--- src/rtl/async_irq_pkg.sv ---
// Package: shared types for the asynchronous interrupt arbiter.
// Assumes: the source code is only used inside this block.
package async_irq_pkg;

    // Source that owns (or would own) the interrupt request
    typedef enum logic [1:0] {
        SRC_NONE = 2'd0,
        SRC_FP   = 2'd1,
        SRC_EXT  = 2'd2,
        SRC_DEC  = 2'd3
    } irq_src_e;

endpackage

--- src/rtl/irq_pending_track.sv ---
// Module: irq_pending_track
// Purpose: holds the pending state of the external line and of the timer.
// Assumes: ext_line is already synchronous to clk. dec_expire lasts one
// cycle per expiry. consume_dec is 1 only in the cycle in which a timer
// request is acknowledged.
module irq_pending_track (
    input  logic clk,
    input  logic rst_n,
    input  logic ext_line,
    input  logic dec_expire,
    input  logic consume_dec,
    output logic ext_pend,
    output logic dec_pend
);

    // External pending follows the line level; delivery never clears it
    always_ff @(posedge clk) begin
        if (!rst_n) ext_pend <= 1'b0;
        else        ext_pend <= ext_line;
    end

    // Timer pending: a new expiry is set before any consume, so the set wins
    always_ff @(posedge clk) begin
        if (!rst_n)           dec_pend <= 1'b0;
        else if (dec_expire)  dec_pend <= 1'b1;
        else if (consume_dec) dec_pend <= 1'b0;
    end


    dec_keep_chk: assert property (@(posedge clk) disable iff (!rst_n)
        dec_pend && !consume_dec |=> dec_pend);


    dec_new_chk: assert property (@(posedge clk) disable iff (!rst_n)
        dec_expire |=> dec_pend);

endmodule

--- src/rtl/irq_prio_select.sv ---
// Module: irq_prio_select
// Purpose: combinational choice of the winning source, with its vector and
// saved-status bits.
// Assumes: the inputs are stable in the cycle they are used. The result only
// takes effect when the request holder is idle and a boundary strobe arrives.
module irq_prio_select
    import async_irq_pkg::*;
#(
    parameter int FE_W       = 2,
    parameter int VEC_W      = 16,
    parameter int STAT_W     = 32,
    parameter int FPEN_BIT   = 11,
    parameter int SUBSEQ_BIT = 16,
    parameter logic [VEC_W-1:0] VEC_FP  = 16'h0700,
    parameter logic [VEC_W-1:0] VEC_EXT = 16'h0500,
    parameter logic [VEC_W-1:0] VEC_DEC = 16'h0900
) (
    input  logic              sts_ee,
    input  logic [FE_W-1:0]   sts_fe,
    input  logic              fp_summary,
    input  logic              ext_pend,
    input  logic              dec_pend,
    output irq_src_e          cand_src,
    output logic [VEC_W-1:0]  cand_vec,
    output logic [STAT_W-1:0] cand_set
);

    localparam logic [STAT_W-1:0] FP_SET =
        (STAT_W'(1) << FPEN_BIT) | (STAT_W'(1) << SUBSEQ_BIT);

    logic fp_cond;

    // Imprecise floating-point condition: any exception mode plus summary
    always_comb fp_cond = (|sts_fe) && fp_summary;

    // Fixed priority: floating-point, then external, then timer
    always_comb begin
        cand_src = SRC_NONE;
        cand_vec = '0;
        cand_set = '0;
        if (fp_cond) begin
            cand_src = SRC_FP;
            cand_vec = VEC_FP;
            cand_set = FP_SET;
        end else if (sts_ee && ext_pend) begin
            cand_src = SRC_EXT;
            cand_vec = VEC_EXT;
        end else if (sts_ee && dec_pend) begin
            cand_src = SRC_DEC;
            cand_vec = VEC_DEC;
        end
    end

endmodule

--- src/rtl/irq_req_hold.sv ---
// Module: irq_req_hold
// Purpose: captures the winning candidate at a boundary and holds it until
// it is acknowledged.
// Assumes: req_ack is only meaningful while req_valid is 1. A request is
// never issued in the same cycle as the acknowledge that retires the
// previous one.
module irq_req_hold
    import async_irq_pkg::*;
#(
    parameter int VEC_W  = 16,
    parameter int STAT_W = 32
) (
    input  logic              clk,
    input  logic              rst_n,
    input  logic              insn_boundary,
    input  logic              req_ack,
    input  irq_src_e          cand_src,
    input  logic [VEC_W-1:0]  cand_vec,
    input  logic [STAT_W-1:0] cand_set,
    output logic              req_valid,
    output logic [VEC_W-1:0]  req_vector,
    output logic [STAT_W-1:0] req_stat_set,
    output logic              consume_dec
);

    irq_src_e held_src;
    logic     take;
    logic     retire;

    // Issue only at a boundary, only when idle, and only if a source wins
    always_comb take = insn_boundary && !req_valid && (cand_src != SRC_NONE);

    // An acknowledge retires the outstanding request
    always_comb retire = req_valid && req_ack;

    // Tell the pending tracker that a timer request was taken
    always_comb consume_dec = retire && (held_src == SRC_DEC);

    // Request register: load on take, clear on retire, hold otherwise
    always_ff @(posedge clk) begin
        if (!rst_n) begin
            req_valid    <= 1'b0;
            req_vector   <= '0;
            req_stat_set <= '0;
            held_src     <= SRC_NONE;
        end else if (take) begin
            req_valid    <= 1'b1;
            req_vector   <= cand_vec;
            req_stat_set <= cand_set;
            held_src     <= cand_src;
        end else if (retire) begin
            req_valid    <= 1'b0;
            held_src     <= SRC_NONE;
        end
    end


    hold_stable_chk: assert property (@(posedge clk) disable iff (!rst_n)
        req_valid && !req_ack |=> req_valid && $stable(req_vector) && $stable(req_stat_set));


    ack_drop_chk: assert property (@(posedge clk) disable iff (!rst_n)
        req_valid && req_ack |=> !req_valid);


    no_spurious_chk: assert property (@(posedge clk) disable iff (!rst_n)
        !req_valid && !insn_boundary |=> !req_valid);

endmodule

--- src/rtl/async_irq_arbiter.sv ---
// Module: async_irq_arbiter (top)
// Purpose: tracks the asynchronous interrupt sources, picks the winner at
// each instruction boundary, and holds one request for the exception entry
// logic.
// Assumes: the status-word bits come from storage outside this block. Entry
// clears sts_ee outside this block, so the arbiter issues nothing more from
// the external line or the timer until software sets sts_ee again.
module async_irq_arbiter
    import async_irq_pkg::*;
#(
    parameter int FE_W       = 2,
    parameter int VEC_W      = 16,
    parameter int STAT_W     = 32,
    parameter int FPEN_BIT   = 11,
    parameter int SUBSEQ_BIT = 16,
    parameter logic [VEC_W-1:0] VEC_FP  = 16'h0700,
    parameter logic [VEC_W-1:0] VEC_EXT = 16'h0500,
    parameter logic [VEC_W-1:0] VEC_DEC = 16'h0900
) (
    input  logic              clk,
    input  logic              rst_n,
    input  logic              ext_line,
    input  logic              dec_expire,
    input  logic              sts_ee,
    input  logic [FE_W-1:0]   sts_fe,
    input  logic              fp_summary,
    input  logic              insn_boundary,
    input  logic              req_ack,
    output logic              req_valid,
    output logic [VEC_W-1:0]  req_vector,
    output logic [STAT_W-1:0] req_stat_set
);

    logic              ext_pend;
    logic              dec_pend;
    logic              consume_dec;
    irq_src_e          cand_src;
    logic [VEC_W-1:0]  cand_vec;
    logic [STAT_W-1:0] cand_set;

    irq_pending_track u_track (
        .clk         (clk),
        .rst_n       (rst_n),
        .ext_line    (ext_line),
        .dec_expire  (dec_expire),
        .consume_dec (consume_dec),
        .ext_pend    (ext_pend),
        .dec_pend    (dec_pend)
    );

    irq_prio_select #(
        .FE_W       (FE_W),
        .VEC_W      (VEC_W),
        .STAT_W     (STAT_W),
        .FPEN_BIT   (FPEN_BIT),
        .SUBSEQ_BIT (SUBSEQ_BIT),
        .VEC_FP     (VEC_FP),
        .VEC_EXT    (VEC_EXT),
        .VEC_DEC    (VEC_DEC)
    ) u_sel (
        .sts_ee     (sts_ee),
        .sts_fe     (sts_fe),
        .fp_summary (fp_summary),
        .ext_pend   (ext_pend),
        .dec_pend   (dec_pend),
        .cand_src   (cand_src),
        .cand_vec   (cand_vec),
        .cand_set   (cand_set)
    );

    irq_req_hold #(
        .VEC_W  (VEC_W),
        .STAT_W (STAT_W)
    ) u_hold (
        .clk           (clk),
        .rst_n         (rst_n),
        .insn_boundary (insn_boundary),
        .req_ack       (req_ack),
        .cand_src      (cand_src),
        .cand_vec      (cand_vec),
        .cand_set      (cand_set),
        .req_valid     (req_valid),
        .req_vector    (req_vector),
        .req_stat_set  (req_stat_set),
        .consume_dec   (consume_dec)
    );


    fp_first_chk: assert property (@(posedge clk) disable iff (!rst_n)
        insn_boundary && !req_valid && (|sts_fe) && fp_summary
        |=> req_valid && req_vector == VEC_FP);


    ee_gate_chk: assert property (@(posedge clk) disable iff (!rst_n)
        insn_boundary && !req_valid && !((|sts_fe) && fp_summary) && !sts_ee
        |=> !req_valid);


    ext_win_chk: assert property (@(posedge clk) disable iff (!rst_n)
        insn_boundary && !req_valid && !((|sts_fe) && fp_summary) && sts_ee && ext_pend
        |=> req_valid && req_vector == VEC_EXT);

endmodule

--- config.mk ---
export PLATFORM = sky130hd
export DESIGN_NAME = async_irq_arbiter
export DESIGN_NICKNAME = d
export VERILOG_FILES = /design/src/rtl/async_irq_pkg.sv /design/src/rtl/irq_pending_track.sv /design/src/rtl/irq_prio_select.sv /design/src/rtl/irq_req_hold.sv /design/src/rtl/async_irq_arbiter.sv
export SDC_FILE = /design/constraint.sdc
export NUM_CORES = 1
export LEC_CHECK = 0
export ABC_CLOCK_PERIOD_IN_PS = 2200
export CELL_PAD_IN_SITES_DETAIL_PLACEMENT = 1
export CELL_PAD_IN_SITES_GLOBAL_PLACEMENT = 2
export CORE_ASPECT_RATIO = 0.9
export CORE_MARGIN = 8
export CORE_UTILIZATION = 32
export CTS_CLUSTER_SIZE = 30
export DETAILED_ROUTE_END_ITERATION = 10
export DONT_BUFFER_PORTS = 1
export PLACE_DENSITY_LB_ADDON = 0.2
export SLEW_MARGIN = 5
export SYNTH_ARGS = -nofsm -noshare
export SYNTH_HDL_FRONTEND = slang
export SYNTH_SLANG_ARGS = --single-unit
--- constraint.sdc ---
create_clock -name clk -period 2.2 [get_ports clk]
set_input_delay 0.22 -clock clk [delete_from_list [all_inputs] [get_ports clk]]
set_output_delay 0.22 -clock clk [all_outputs]
set_load 0.1 [all_outputs]
# Yosys cells after proc, flatten, opt, wreduce, memory -nomap -nowiden
# Cells that the tools add are included.
dict set report op_classes {
  reduce_logical 12
  eq_ne 1
  n_mux 13
}
# cell n
set ops {}
lappend ops {{two-way mux 16 bit} 2}
lappend ops {{two-way mux 17 bit} 1}
lappend ops {{two-way mux 12 bit} 1}
lappend ops {{two-way mux 2 bit} 5}
lappend ops {{logical AND 1 bit} 7}
lappend ops {{nonzero test 2 bit} 3}
lappend ops {{two-way mux 1 bit} 4}
lappend ops {{== test 2 bit, second input constant} 1}
lappend ops {{OR reduction 2 bit} 1}
lappend ops {{zero test 1 bit} 1}
dict set report word_totals {
  input_bits 10
  ff_bits 53
  out_inout_bits 49
  word_cells 32
}

# Depth between registers and ports, before layout
# Gate-level depths: netlist of the first run.
dict set report depth {
  depth_word 7
  depth_mapped 3
  mapped_depth_nobuf 3
}

# Cells and area by module
# A second synthesis of the first run with hierarchy kept.
dict set report hier_totals {
  hier_cells 287
  hier_area_um2 2487.4
}
# module area_each_um2 seq_area_each_um2 cells_per_inst n_inst
set modules_own_cells {}
lappend modules_own_cells {irq_req_hold 2030.7 1021.0 226 1}
lappend modules_own_cells {irq_prio_select 389.1 0.0 56 1}
lappend modules_own_cells {irq_pending_track 67.6 40.0 5 1}

# Worst setup path before layout of the first run
# No wires, ideal clock.
dict set report synth_timing {
  path_kind {register to register}
  start {reg u_hold.req_valid}
  end {reg u_hold.req_valid}
  arrival_time_ps 1609
  setup_time_ps 115
  period_less_slack_ps 1723
  t_required_ps 2085
  n_path_buf 0
  setup_slack_ps 477
  path_stages_with_launch 4
  path_cell_list {dfxtp_1 -> and2b_1 -> o2bb2ai_1 -> o21a_1}
}
dict set report synth_via {
  elab_chain_cells 4
  elab_cells_between_ends 6
  classes_between {mux: 1; reduce/logical: 5}
}
# item line
set synth_lines {}
lappend synth_lines {{from (decl)} irq_req_hold.sv:20} ;# output logic req_valid,
lappend synth_lines {{from (signal assigned)} irq_req_hold.sv:42} ;# req_valid <= 1'b0;
lappend synth_lines {{from (signal assigned)} irq_req_hold.sv:47} ;# req_valid <= 1'b1;
lappend synth_lines {{from (signal assigned)} irq_req_hold.sv:52} ;# req_valid <= 1'b0;
lappend synth_lines {{zero test 1 bit} irq_req_hold.sv:31} ;# always_comb take = insn_boundary && !req_valid && (cand_src != SRC_NONE);
lappend synth_lines {{logical AND 1 bit (2 in series)} irq_req_hold.sv:31}
lappend synth_lines {{two-way mux 1 bit / nonzero test 2 bit (equally long branches)} n/a}
# Several ways; a longest one is shown, not always the timed one.
# A chain may end at the register's enable or synchronous reset.

# Final worst setup path of the first run
dict set report layout_timing {
  start {reg u_hold.req_valid}
  end {reg u_hold.held_src[1]}
}
dict set report layout_via {
  elab_chain_cells 4
  elab_cells_between_ends 6
  classes_between {mux: 1; reduce/logical: 5}
}
# item line
set layout_lines {}
lappend layout_lines {{zero test 1 bit} irq_req_hold.sv:31}
lappend layout_lines {{logical AND 1 bit (2 in series)} irq_req_hold.sv:31}
lappend layout_lines {{two-way mux 2 bit / nonzero test 2 bit (equally long branches)} n/a}
lappend layout_lines {{to (signal assigned)} irq_req_hold.sv:50} ;# held_src <= cand_src;
lappend layout_lines {{to (decl)} irq_req_hold.sv:26} ;# irq_src_e held_src;
# Several ways; a longest one is shown, not always the timed one.

==> results of run 1 <==
## registers in the layout, indices dropped and copies added, names as in the netlist
register and cells:
u_hold.req_valid 1, u_hold.req_stat_set 1, u_hold.req_vector 3, u_hold.held_src 2, u_track.dec_pend 1, u_track.ext_pend 1
## placed cells by master, fill, tap and decap left out
cell type and n:
clkbuf_1 1, and2b_1 1, o21a_1 3, dfxtp_1 8, o32ai_2 1, buf_12 1
and2_1 2, nand3b_4 1, o2bb2ai_1 2, o211ai_1 1, a31oi_1 1, o21ai_0 3
or3b_1 1, buf_4 4, dfxtp_4 1, conb_1 42, a21oi_1 3, inv_1 1
and3_1 1, nand4_1 1, nor2_1 2, nor2b_1 1, nand2_1 3, clkbuf_4 3
## critical path, stage by stage, from the launching register on
cell and delay, ns:
dfxtp_1 0.34, buf_4 0.32, nand2_1 0.12, o2bb2ai_1 0.14
and3_1 0.16
## layer usage
layer / share of wire / vias up
met5: 0 / -
met4: 0 / 0
met3: 0.14 / 0
met2: 0.49 / 33
met1: 0.38 / 176
li1: - / 195
## power groups by stage
stage / sequential, W / combinational [W] / clock, W
3_3_place_gp: 0.000183 / 0.000421 / 0
3_5_place_dp: 0.000184 / 0.000421 / 0
4_1_cts: 0.000180 / 0.000421 / 0.000138
2_1_floorplan: 0.000229 / 0.000416 / 0
5_1_grt: 0.000181 / 0.000435 / 0.000143
6_report: 0.000180 / 0.000424 / 0.000129
## metrics by stage
stage | utilization | hold WS (ns) | total power (W) | worst slack [ns]
floorplan | - | 0.3374 | 0.0006451 | 0.4766
global placement | 0.2901 | 0.3400 | 0.0006042 | 1.033
detailed placement | 0.2901 | 0.3439 | 0.0006044 | 1.019
CTS | 0.3025 | 0.06399 | 0.0007387 | 1.002
global route | 0.3025 | 0.07256 | 0.0007594 | 0.9178
finish | 0.3025 | 0.07438 | 0.0007331 | 1.012
## worst max-delay path by stage
stage,startpoint,to,slack (ns),depth (start not counted)
floorplan,u_hold.req_valid$_SDFFE_PN0P_,u_hold.req_valid$_SDFFE_PN0P_,0.48,3
global placement,u_hold.req_valid$_SDFFE_PN0P_,u_hold.held_src[1]$_SDFFE_PN0P_,1.03,4
detailed placement,u_hold.req_valid$_SDFFE_PN0P_,u_hold.held_src[1]$_SDFFE_PN0P_,1.02,4
CTS,u_hold.req_valid$_SDFFE_PN0P_,u_hold.held_src[1]$_SDFFE_PN0P_,1.00,4
global route,u_hold.req_valid$_SDFFE_PN0P_,u_hold.held_src[1]$_SDFFE_PN0P_,0.92,4
finish,u_hold.req_valid$_SDFFE_PN0P_,u_hold.held_src[1]$_SDFFE_PN0P_,1.01,4
## cell type report
cell class                 instances  area (um2)
inverter                           1       3.754
tap                               27       33.78
sequential                         9       183.9
clock buffer                       4       26.28
timing repair buffer               5       50.05
multi-input combinational         69       344.1
fill                             288        1480
## logic make-up after synthesis
family | count (synthesis)
and+or+nand+nor | 13
AOI/OAI and AO/OA | 14
buffers and inverters | 45
DFF | 9
other | 1
==> metrics.md, run 1 <==
| Metric | Value |
|---|---|
| Post-route setup TNS | `0 ns` |
| Fin. Hold Viols | `0` |
| Post-DP Area | `615.6 um2` |
| Die footprint | `3961 um2` |
| Total CTS buffers | `3` |
| Hold path depth | `1` |
| Fin. max-slew vios | `0` |
| Top cells by area, synth | `buf_4, dfxtp_1, o21a_1` |
| Synth Area in XOR/XNOR | `0` |
| F_max | `841.7 MHz` |
| Top Ports | `59` |
| Synthesized flop and latch total | `9` |
| Worst Clk Skew | `0.003557 ns` |
| Synth Flop Type | `dfxtp_1` |
| Synth area leader | `buf_4` |
| Post-DR vias/cell | `3.513` |
| Flop2flop setup slack | `1.01 ns` |
| # rows | `16` |
| Synth Area in Simple Gates | `0.1226` |
| Comb pwr share | `0.578` |
| LEAKAGE | `0.3237 nW` |
| NetSw | `0.0004630 W` |
| RSZ-0062 raised after global routing | `no` |
| Count leader, synth | `buf_4` |
| DRT Pass-1 Iters | `2` |
| Ys async rst share | `0` |
| Sequential share of the synthesized area | `0.2558` |
| Post-synth top area share | `0.4689` |
| Tmin final | `1.188 ns` |
| Final nets | `99` |
| Initial drt markers | `3` |
| Final setup fails | `0` |
| Average wire per standard cell | `12.24 um` |
| GR Layer Usage met1 | `0.07903` |
| Share of post-route cells with drive strength above 1 | `0.1250` |
| Design area | `641.9 um2` |
| # hold bufs at CTS | `0` |
| Global-route wire length before repair | `2214 um` |
| Largest family of logic cells by synthesized area | `buffers and inverters` |
| Number of antenna violations at the first check in global routing | `0` |
| WS Path Type | `register to register` |
| Dpl cells | `111` |
| Die Ht | `60.51 um` |
| Core area | `2122 um2` |
| Reg clk slew, reported paths | `0.06 ns` |
| Vias in the first global route | `463` |
| Synth Warn # | `0` |
| Post-synth EDFFs | `0` |
| Top cells by count, synth | `buf_4, dfxtp_1` |
| Initial core utilization | `0.3320` |
| DRT antenna net count | `0` |
| Setup crit start kind | `register` |
| GRT Residual Overflow | `0` |
| Clock buffer depth | `2` |
| Sequential power share | `0.245` |
| Met3 GRT Util | `0.04428` |
| Ant. Diodes | `0` |
| Arr. time, crit path | `1.34 ns` |
| Pwr dens | `1142 nW/um2` |
| Reg-to-reg critical path startpoint | `u_hold.req_valid$_SDFFE_PN0P_` |
| Worst IR Drop VDD | `0.4112 mV` |
| Post-Syn Instances | `82` |
| Hold Path End | `u_hold.req_vector[8]$_SDFFE_PN0P_` |
| DRC violations left | `0` |
| Synth Area in Compound Gates | `0.1421` |
| Post-Route WL | `1408 um` |
| Worst EP required | `2.36 ns` |
| Port Buf Inserts | `0` |
| Post-synthesis mux area share | `0` |
| DR vias | `404` |
| Status | `completed` |
| Post-CTS Setup Bufs | `0` |
| Mapped Area | `704.4 um2` |
| Internal cell power | `0.0002700 W` |
| Post_cts resized | `0` |
| Worst skew pair latency | `0.26 ns` |
| Largest net degree at the start of global routing | `7` |
| Critical Path Fanout Max | `4` |
| CTS sink cnt | `9` |
| Synth unique cells | `20` |
| Fin crit share | `0.5401` |
| Clk network pwr share | `0.177` |
| Most used routing layer in global routing | `met2` |
| Met2 Track Usage GR | `0.1178` |
| Worst r2r path cells | `4` |
| Beginning of the worst hold path | `rst_n` |
| Max Cap Viol | `0` |
| Hpwl dp | `1250 um` |
| Die X | `65.46 um` |
| H-tree depth | `1` |
| Critical R2R Capture | `u_hold.held_src[1]$_SDFFE_PN0P_` |
| Non-filler cells, final | `115` |
| Synth Area in Adders | `0` |
| Total Routing Usage GR | `0.07272` |
| Area delta synth->final | `-8.881%` |
| Syn Area/Cell | `8.591 um2` |
| CP Capture Type | `register` |
| Root buffer cell | `clkbuf_4` |
| Switching Share | `0.6316` |
| Worst Hold Class | `input pin to register` |
| GP Congestion | `0.6690` |
| CTS tree | `done` |
No activity file was read; power rests on OpenSTA's default activity.
==> inputs of run 2 (changes only) <==
--- a/config.mk
+++ b/config.mk
@@ -5,12 +5,13 @@
 export SDC_FILE = /design/constraint.sdc
 export NUM_CORES = 1
 export LEC_CHECK = 0
-export ABC_CLOCK_PERIOD_IN_PS = 2200
+export ABC_AREA = 1
+export ABC_CLOCK_PERIOD_IN_PS = 1000
 export CELL_PAD_IN_SITES_DETAIL_PLACEMENT = 1
 export CELL_PAD_IN_SITES_GLOBAL_PLACEMENT = 2
 export CORE_ASPECT_RATIO = 0.9
 export CORE_MARGIN = 8
-export CORE_UTILIZATION = 32
+export CORE_UTILIZATION = 26
 export CTS_CLUSTER_SIZE = 30
 export DETAILED_ROUTE_END_ITERATION = 10
 export DONT_BUFFER_PORTS = 1
==> constraint.sdc (replaced) <==
create_clock -name clk -period 1 [get_ports clk]
set_input_delay 0.1 -clock clk [delete_from_list [all_inputs] [get_ports clk]]
set_output_delay 0.1 -clock clk [all_outputs]
set_load 0.1 [all_outputs]
==> metrics.md, run 2 <==
| Metric | Value |
|---|---|
| RSZ-0062 raised after global routing | `yes` |
| Clock buffer depth | `2 (unchanged)` |
| Count leader, synth | `buf_4` |
| GRT Residual Overflow | `0 (unchanged)` |
| Final nets | `122 (+23%)` |
| GP Congestion | `0.6677 (-0.19%)` |
| Top cells by count, synth | `buf_4, nand2_1, dfxtp_1, inv_1` |
| Vias in the first global route | `584 (+26%)` |
| Top Ports | `59 (unchanged)` |
| Number of antenna violations at the first check in global routing | `0 (unchanged)` |
| Total Routing Usage GR | `0.06788 (-0.004838)` |
| Reg clk slew, reported paths | `0.06 ns (about the same)` |
| Pwr dens | `2062 nW/um2 (+81%)` |
| DRT antenna net count | `0 (unchanged)` |
| CP cell instances | `buf_16` |
| Initial core utilization | `0.2685 (-0.06344)` |
| Initial drt markers | `3 (unchanged)` |
| Post-Syn Instances | `96 (+17%)` |
| Status | `complete, but fails checks` |
| Synth Flop Type | `dfxtp_1` |
| Largest Register | `u_hold.req_vector` |
| Highest-count cells in the layout ignoring fill and taps | `conb_1, inv_1, nand2_1` |
| Port Buf Inserts | `0 (unchanged)` |
| Synth Warn # | `0 (unchanged)` |
| Fin. Hold Viols | `0 (unchanged)` |
| Most common library cell in the layout ignoring fill and taps | `conb_1` |
| Worst r2r path cells | `5 (+1)` |
| Critical Path Fanout Max | `3 (-1)` |
| Comb pwr share | `0.599 (+0.021)` |
| Die Ht | `66.12 um (+9.3%)` |
| CP delay by family, top | `flip-flops` |
| Post-synth EDFFs | `0 (unchanged)` |
| Switching Share | `0.6177 (-0.01395)` |
| Stages on worst setup path | `1 (-3)` |
| Largest net degree at the start of global routing | `7 (unchanged)` |
| Largest registers | `u_hold.req_vector x3, u_hold.held_src x2` |
| Hpwl dp | `1339 um (+7.1%)` |
| Worst Clk Skew | `0.0002128 ns (-0.003344 ns)` |
| Synthesized flop and latch total | `9 (unchanged)` |
| LEAKAGE | `0.4316 nW (+33%)` |
| CP peak stage delay | `0.37 ns (+0.03 ns)` |
| Worst EP required | `0.90 ns (-1.46 ns)` |
| Max FFs per register | `3 (unchanged)` |
| Tmin final | `1.032 ns` |
| Worst IR Drop VDD | `0.7659 mV (+86%)` |
| Worst Hold Class | `input pin to register` |
| Max Cap Viol | `0 (unchanged)` |
| Setup crit start kind | `register` |
| DR vias | `509 (+26%)` |
| Non-filler cells, final | `141 (+23%)` |
| Root buffer cell | `clkbuf_4` |
| CP Capture Type | `primary output` |
| CTS tree | `done` |
| DRC violations left | `0 (unchanged)` |
| Hold path depth | `2 (+1)` |
| Failing checks | `setup timing` |
| Area delta synth->final | `14.48%` |
| Global-route wire length before repair | `2518 um (+14%)` |
| Mapped Area | `725.7 um2 (+3.0%)` |
| Core area | `2703 um2 (+27%)` |
| Ant. Diodes | `0 (unchanged)` |
| Share of post-route cells with drive strength above 1 | `0.2703 (+0.1453)` |
| NetSw | `0.001058 W (+130%)` |
| Internal cell power | `0.0006549 W (+140%)` |
| Dpl cells | `132 (+19%)` |
| Fin worst setup slack | `-0.03151 ns (-1.043 ns)` |
| Total CTS buffers | `3 (unchanged)` |
| Final setup fails | `4 (+4)` |
| Top cells by area, synth | `buf_4, dfxtp_1, nand2_1` |
| Clk network pwr share | `0.164 (-0.013)` |
| Buffers & Inverters on Critical Path | `1 (unchanged)` |
| Slowest cell on crit path | `dfxtp_4` |
| Post-DR vias/cell | `3.610 (+2.8%)` |
| Post-synth top area share | `0.4552 (-0.01374)` |
| Syn Area/Cell | `7.559 um2 (-12%)` |
| CTS sink cnt | `9 (unchanged)` |
| WS Path Type | `register to primary output` |
| Fin crit share | `1.032` |
| Average wire per standard cell | `11.28 um (-7.9%)` |
| Arr. time, crit path | `0.93 ns (-0.41 ns)` |
| Sequential share of the synthesized area | `0.2483 (-0.007497)` |
| Sequential power share | `0.237 (-0.008)` |
| Synth unique cells | `15 (-25%)` |
| Synth area leader | `buf_4` |
| Die X | `71.69 um (+9.5%)` |
| F_max | `969.5 MHz` |
| Ys async rst share | `0 (unchanged)` |
| Worst skew pair latency | `0.26 ns (about the same)` |
| Fin. max-slew vios | `0 (unchanged)` |
| Post-Route WL | `1590 um (+13%)` |
| H-tree depth | `1 (unchanged)` |
| Tot Pwr | `0.001713 W (+130%)` |
| Die footprint | `4740 um2 (+20%)` |
| # rows | `18 (+2)` |
| DRT Pass-1 Iters | `2 (unchanged)` |
run 2: cell types whose count changed after synthesis, moves of 2 or more:
cell       before  now
nand2_2         0    2
o21a_1          3    0
o2bb2ai_1       2    0
and2_1          2    0
nand2_1         3   11
nand3_1         0    4
inv_1           1    9
run 2: what timing repair did:
action,CTS,global route
resized for setup,9,6
setup endpoints to repair,5,13
pin swaps,5,5
hold endpoints to repair,4,0
hold buffers,3,0
setup buffers,1,1
run 2: per-stage QoR:
stage	instance area (um2)	setup slack, ns	util	setup TNS [ns]	hold slack, ns
final	830.8	-0.03151	0.3074	-0.1060	0.01587
after global routing	830.8	-0.06861	0.3074	-0.4107	0.03021
after CTS	812.0	-0.04624	0.3005	-0.1805	0.01642
after detailed placement	713.2	-0.02408	0.2639	-0.02408	0.2283
after global placement	713.2	-0.01226	0.2639	-0.01226	0.2057
after floorplan	900.9	-0.08420	-	-0.2659	0.1935
run 2: cell families (layout without fill, tap and decap cells):
group | Yosys count | after routing | synth area share
AND/OR/NAND/NOR | 23 | 23 | 0.1690
flip-flops | 9 | 9 | 0.2483
other | 1 | 42 | 0.005167
AO/OA/AOI/OAI | 10 | 10 | 0.07587
buffers and inverters | 53 | 27 | 0.5017
run 2: final cells by class:
class / instances / area, um2
Clock buffer: 4 / 26.28
Fill cell: 335 / 1872
Inverter: 9 / 33.78
Multi-Input combinational cell: 75 / 362.8
Sequential cell: 9 / 192.7
Tap cell: 30 / 37.54
Timing Repair Buffer: 14 / 177.7
run 2: path summary, 6_finish.rpt:
kind | slack, ns | start | to
min reg2reg | 0.48 | u_hold.req_vector[11]$_SDFFE_PN0P_ | u_hold.req_vector[11]$_SDFFE_PN0P_
max | -0.03 | u_hold.req_stat_set[11]$_SDFFE_PN0P_ | req_stat_set[16]
min | 0.02 | sts_ee | u_hold.req_vector[10]$_SDFFE_PN0P_
max reg2reg | 0.01 | u_hold.req_valid$_SDFFE_PN0P_ | u_hold.held_src[0]$_SDFFE_PN0P_
run 2: metal layers:
metal,GRT usage,up-vias,share of wire
met2,0.1159,35,0.47
met5,0,-,0
met4,0.02290,0,0.0082
met3,0.04545,4,0.13
li1,-,246,-
met1,0.06471,224,0.40
run 2: power by group through the flow:
| stage | sequential (W) | clock [W] | combinational (W) |
|---|---|---|---|
| 2_1_floorplan | 0.000510 | 0 | 0.000927 |
| 3_3_place_gp | 0.000411 | 0 | 0.000974 |
| 3_5_place_dp | 0.000411 | 0 | 0.000977 |
| 4_1_cts | 0.000405 | 0.000297 | 0.00101 |
| 5_1_grt | 0.000409 | 0.000328 | 0.00106 |
| 6_report | 0.000405 | 0.000281 | 0.00103 |
==> inputs of run 3 (changes only) <==
--- a/config.mk
+++ b/config.mk
@@ -10,7 +10,6 @@
 export CELL_PAD_IN_SITES_DETAIL_PLACEMENT = 1
 export CELL_PAD_IN_SITES_GLOBAL_PLACEMENT = 2
 export CORE_ASPECT_RATIO = 0.9
-export CORE_MARGIN = 8
 export CORE_UTILIZATION = 26
 export CTS_CLUSTER_SIZE = 30
 export DETAILED_ROUTE_END_ITERATION = 10
==> metrics.md, run 3 (same netlist as run 2, synthesis figures left out) <==
| Metric | Value |
|---|---|
| Buffers & Inverters on Critical Path | `1 (unchanged)` |
| Largest Register | `u_hold.req_vector` |
| Most used routing layer in global routing | `met2` |
| Critical R2R Capture | `u_hold.held_src[0]$_SDFFE_PN0P_` |
| DRT Pass-1 Iters | `7 (+5)` |
| Worst IR Drop VDD | `0.9198 mV (+20%)` |
| Post-CTS Setup Bufs | `0 (-1)` |
| CP cell instances | `buf_16` |
| Post-DR vias/cell | `3.563 (-1.3%)` |
| Worst skew pair latency | `0.26 ns (about the same)` |
| Final setup fails | `3 (-1)` |
| Non-filler cells, final | `135 (-4.3%)` |
| Failing checks | `DRC, setup timing` |
| Die X | `57.69 um (-20%)` |
| Worst EP required | `0.90 ns (about the same)` |
| Beginning of the worst hold path | `fp_summary` |
| Largest registers | `u_hold.req_vector x3, u_hold.held_src x2` |
| Port Buf Inserts | `0 (unchanged)` |
| Most common library cell in the layout ignoring fill and taps | `conb_1` |
| DRT antenna net count | `0 (unchanged)` |
| DRC violations left | `5 (+5)` |
| Worst Hold Class | `input pin to register` |
| F_max | `965.4 MHz (-0.42%)` |
| GP Congestion | `0.7950 (+19%)` |
| Max FFs per register | `3 (unchanged)` |
| Average wire per standard cell | `8.852 um (-22%)` |
| Max Cap Viol | `0 (unchanged)` |
| Hpwl dp | `977.5 um (-27%)` |
| H-tree depth | `1 (unchanged)` |
| # rows | `17 (-1)` |
| WS Path Type | `register to primary output` |
| Setup crit start kind | `register` |
| Tmin final | `1.036 ns (+0.004363 ns)` |
| Hold path depth | `2 (unchanged)` |
| Die Ht | `52.12 um (-21%)` |
| Top Ports | `59 (unchanged)` |
| Met3 GRT Util | `0.05224 (+0.006784)` |
| Highest-count cells in the layout ignoring fill and taps | `conb_1, inv_1, nand2_1` |
| CTS sink cnt | `9 (unchanged)` |
| Largest net degree at the start of global routing | `7 (unchanged)` |
| RSZ-0062 raised after global routing | `yes` |
| Met2 Track Usage GR | `0.1337 (+0.01781)` |
| Slowest cell on crit path | `dfxtp_4` |
| Dpl cells | `128 (-3.0%)` |
| Flop2flop setup slack | `0.02 ns (about the same)` |
| Initial drt markers | `10 (+7)` |
| CTS tree | `done` |
| CP delay by family, top | `flip-flops` |
| Hold Path End | `u_hold.req_stat_set[11]$_SDFFE_PN0P_` |
| Final nets | `118 (-3.3%)` |
| Reg-to-reg critical path startpoint | `u_hold.req_valid$_SDFFE_PN0P_` |
| CP Capture Type | `primary output` |
| Total Routing Usage GR | `0.07994 (+0.01205)` |
| Die footprint | `3007 um2 (-37%)` |
| Clock buffer depth | `2 (unchanged)` |
| GRT Residual Overflow | `0 (unchanged)` |
| Ant. Diodes | `0 (unchanged)` |
| LEAKAGE | `0.4138 nW (-4.1%)` |
| Status | `complete, but fails checks` |
| Global-route wire length before repair | `1731 um (-31%)` |
| DR vias | `481 (-5.5%)` |
| Total CTS buffers | `3 (unchanged)` |
| Area delta synth->final | `10.69%` |
| Arr. time, crit path | `0.94 ns (about the same)` |
| Reg clk slew, reported paths | `0.06 ns (about the same)` |
| Tot Pwr | `0.001695 W (-1.1%)` |
| Vias in the first global route | `413 (-29%)` |
| Core area | `2552 um2 (-5.6%)` |
| Pwr dens | `2110 nW/um2 (+2.3%)` |
| Worst r2r path cells | `5 (unchanged)` |
| Root buffer cell | `clkbuf_4` |
| CP peak stage delay | `0.37 ns (about the same)` |
| GR Layer Usage met1 | `0.08657 (+0.02186)` |
| Fin crit share | `1.036 (+0.004363)` |
| Fin worst setup slack | `-0.03587 ns (-0.004363 ns)` |
| Fin. Hold Viols | `0 (unchanged)` |
| Share of post-route cells with drive strength above 1 | `0.2523 (-0.01793)` |
| Critical Path Fanout Max | `3 (unchanged)` |
| Post-Route WL | `1195 um (-25%)` |
| Fin. max-slew vios | `0 (unchanged)` |
| Initial core utilization | `0.2843 (+0.01580)` |
| Number of antenna violations at the first check in global routing | `0 (unchanged)` |
| Worst Clk Skew | `0.004026 ns (+0.003813 ns)` |
[run 3: worst register-to-register path: cells and delay by family, from the launching register on]
family,cells,cell delay [ns]
and+or+nand+nor,4,0.45
DFF,1,0.37
AOI/OAI and AO/OA,1,0.10
[run 3: area by class of cell]
cell class	instances	area, um2
Fill cell	320	1749
Multi-Input combinational cell	75	372.9
Sequential cell	9	192.7
Timing Repair Buffer	10	142.6
Tap cell	28	35.03
Inverter	9	33.78
Clock buffer	4	26.28
[run 3: how the worst max path moves through the flow]
stage | to | start | depth (start not counted)
after floorplan | u_hold.held_src[0]$_SDFFE_PN0P_ | u_hold.req_valid$_SDFFE_PN0P_ | 5
after global placement | u_hold.held_src[0]$_SDFFE_PN0P_ | u_hold.req_valid$_SDFFE_PN0P_ | 5
after detailed placement | u_hold.req_vector[8]$_SDFFE_PN0P_ | u_track.dec_pend$_SDFFE_PN0P_ | 6
after CTS | req_vector[9] | u_hold.req_stat_set[11]$_SDFFE_PN0P_ | 1
after global routing | req_vector[9] | u_hold.req_stat_set[11]$_SDFFE_PN0P_ | 1
final | req_stat_set[11] | u_hold.req_stat_set[11]$_SDFFE_PN0P_ | 1
[run 3: routing by layer]
layer | wire length (um) | vias up
li1 | - | 234
met2 | 598 | 36
met1 | 461 | 211
met3 | 136 | 0
met4 | 0 | 0
met5 | 0 | -
[run 3: stage by stage]
step / utilization / setup WS, ns / TNS, ns / cell area, um2 / hold WS (ns)
2_1_floorplan: - / -0.08420 / -0.2659 / 900.9 / 0.1935
3_3_place_gp: 0.2725 / -0.008319 / -0.008319 / 695.7 / 0.2072
3_5_place_dp: 0.2725 / -0.01377 / -0.01377 / 695.7 / 0.2052
4_1_cts: 0.3029 / -0.04553 / -0.1363 / 773.2 / 0.01867
5_1_grt: 0.3147 / -0.05842 / -0.2359 / 803.3 / 0.04404
6_report: 0.3147 / -0.03587 / -0.1074 / 803.3 / 0.03352
[run 3: repair_timing]
item                                   CTS  global route
setup endpoints to repair                6            11
pin swaps                                5             4
gates cloned                             0             0
hold buffers                             3             0
resized for setup                        5             9
endpoints found under the hold margin    4             0
[run 3: power by group]
part           internal, W  switching [W]  total (W)
logic             0.000103       0.000899    0.00100
clock network     0.000154       0.000130   0.000284
registers         0.000384      0.0000244   0.000408
total             0.000641        0.00105    0.00169
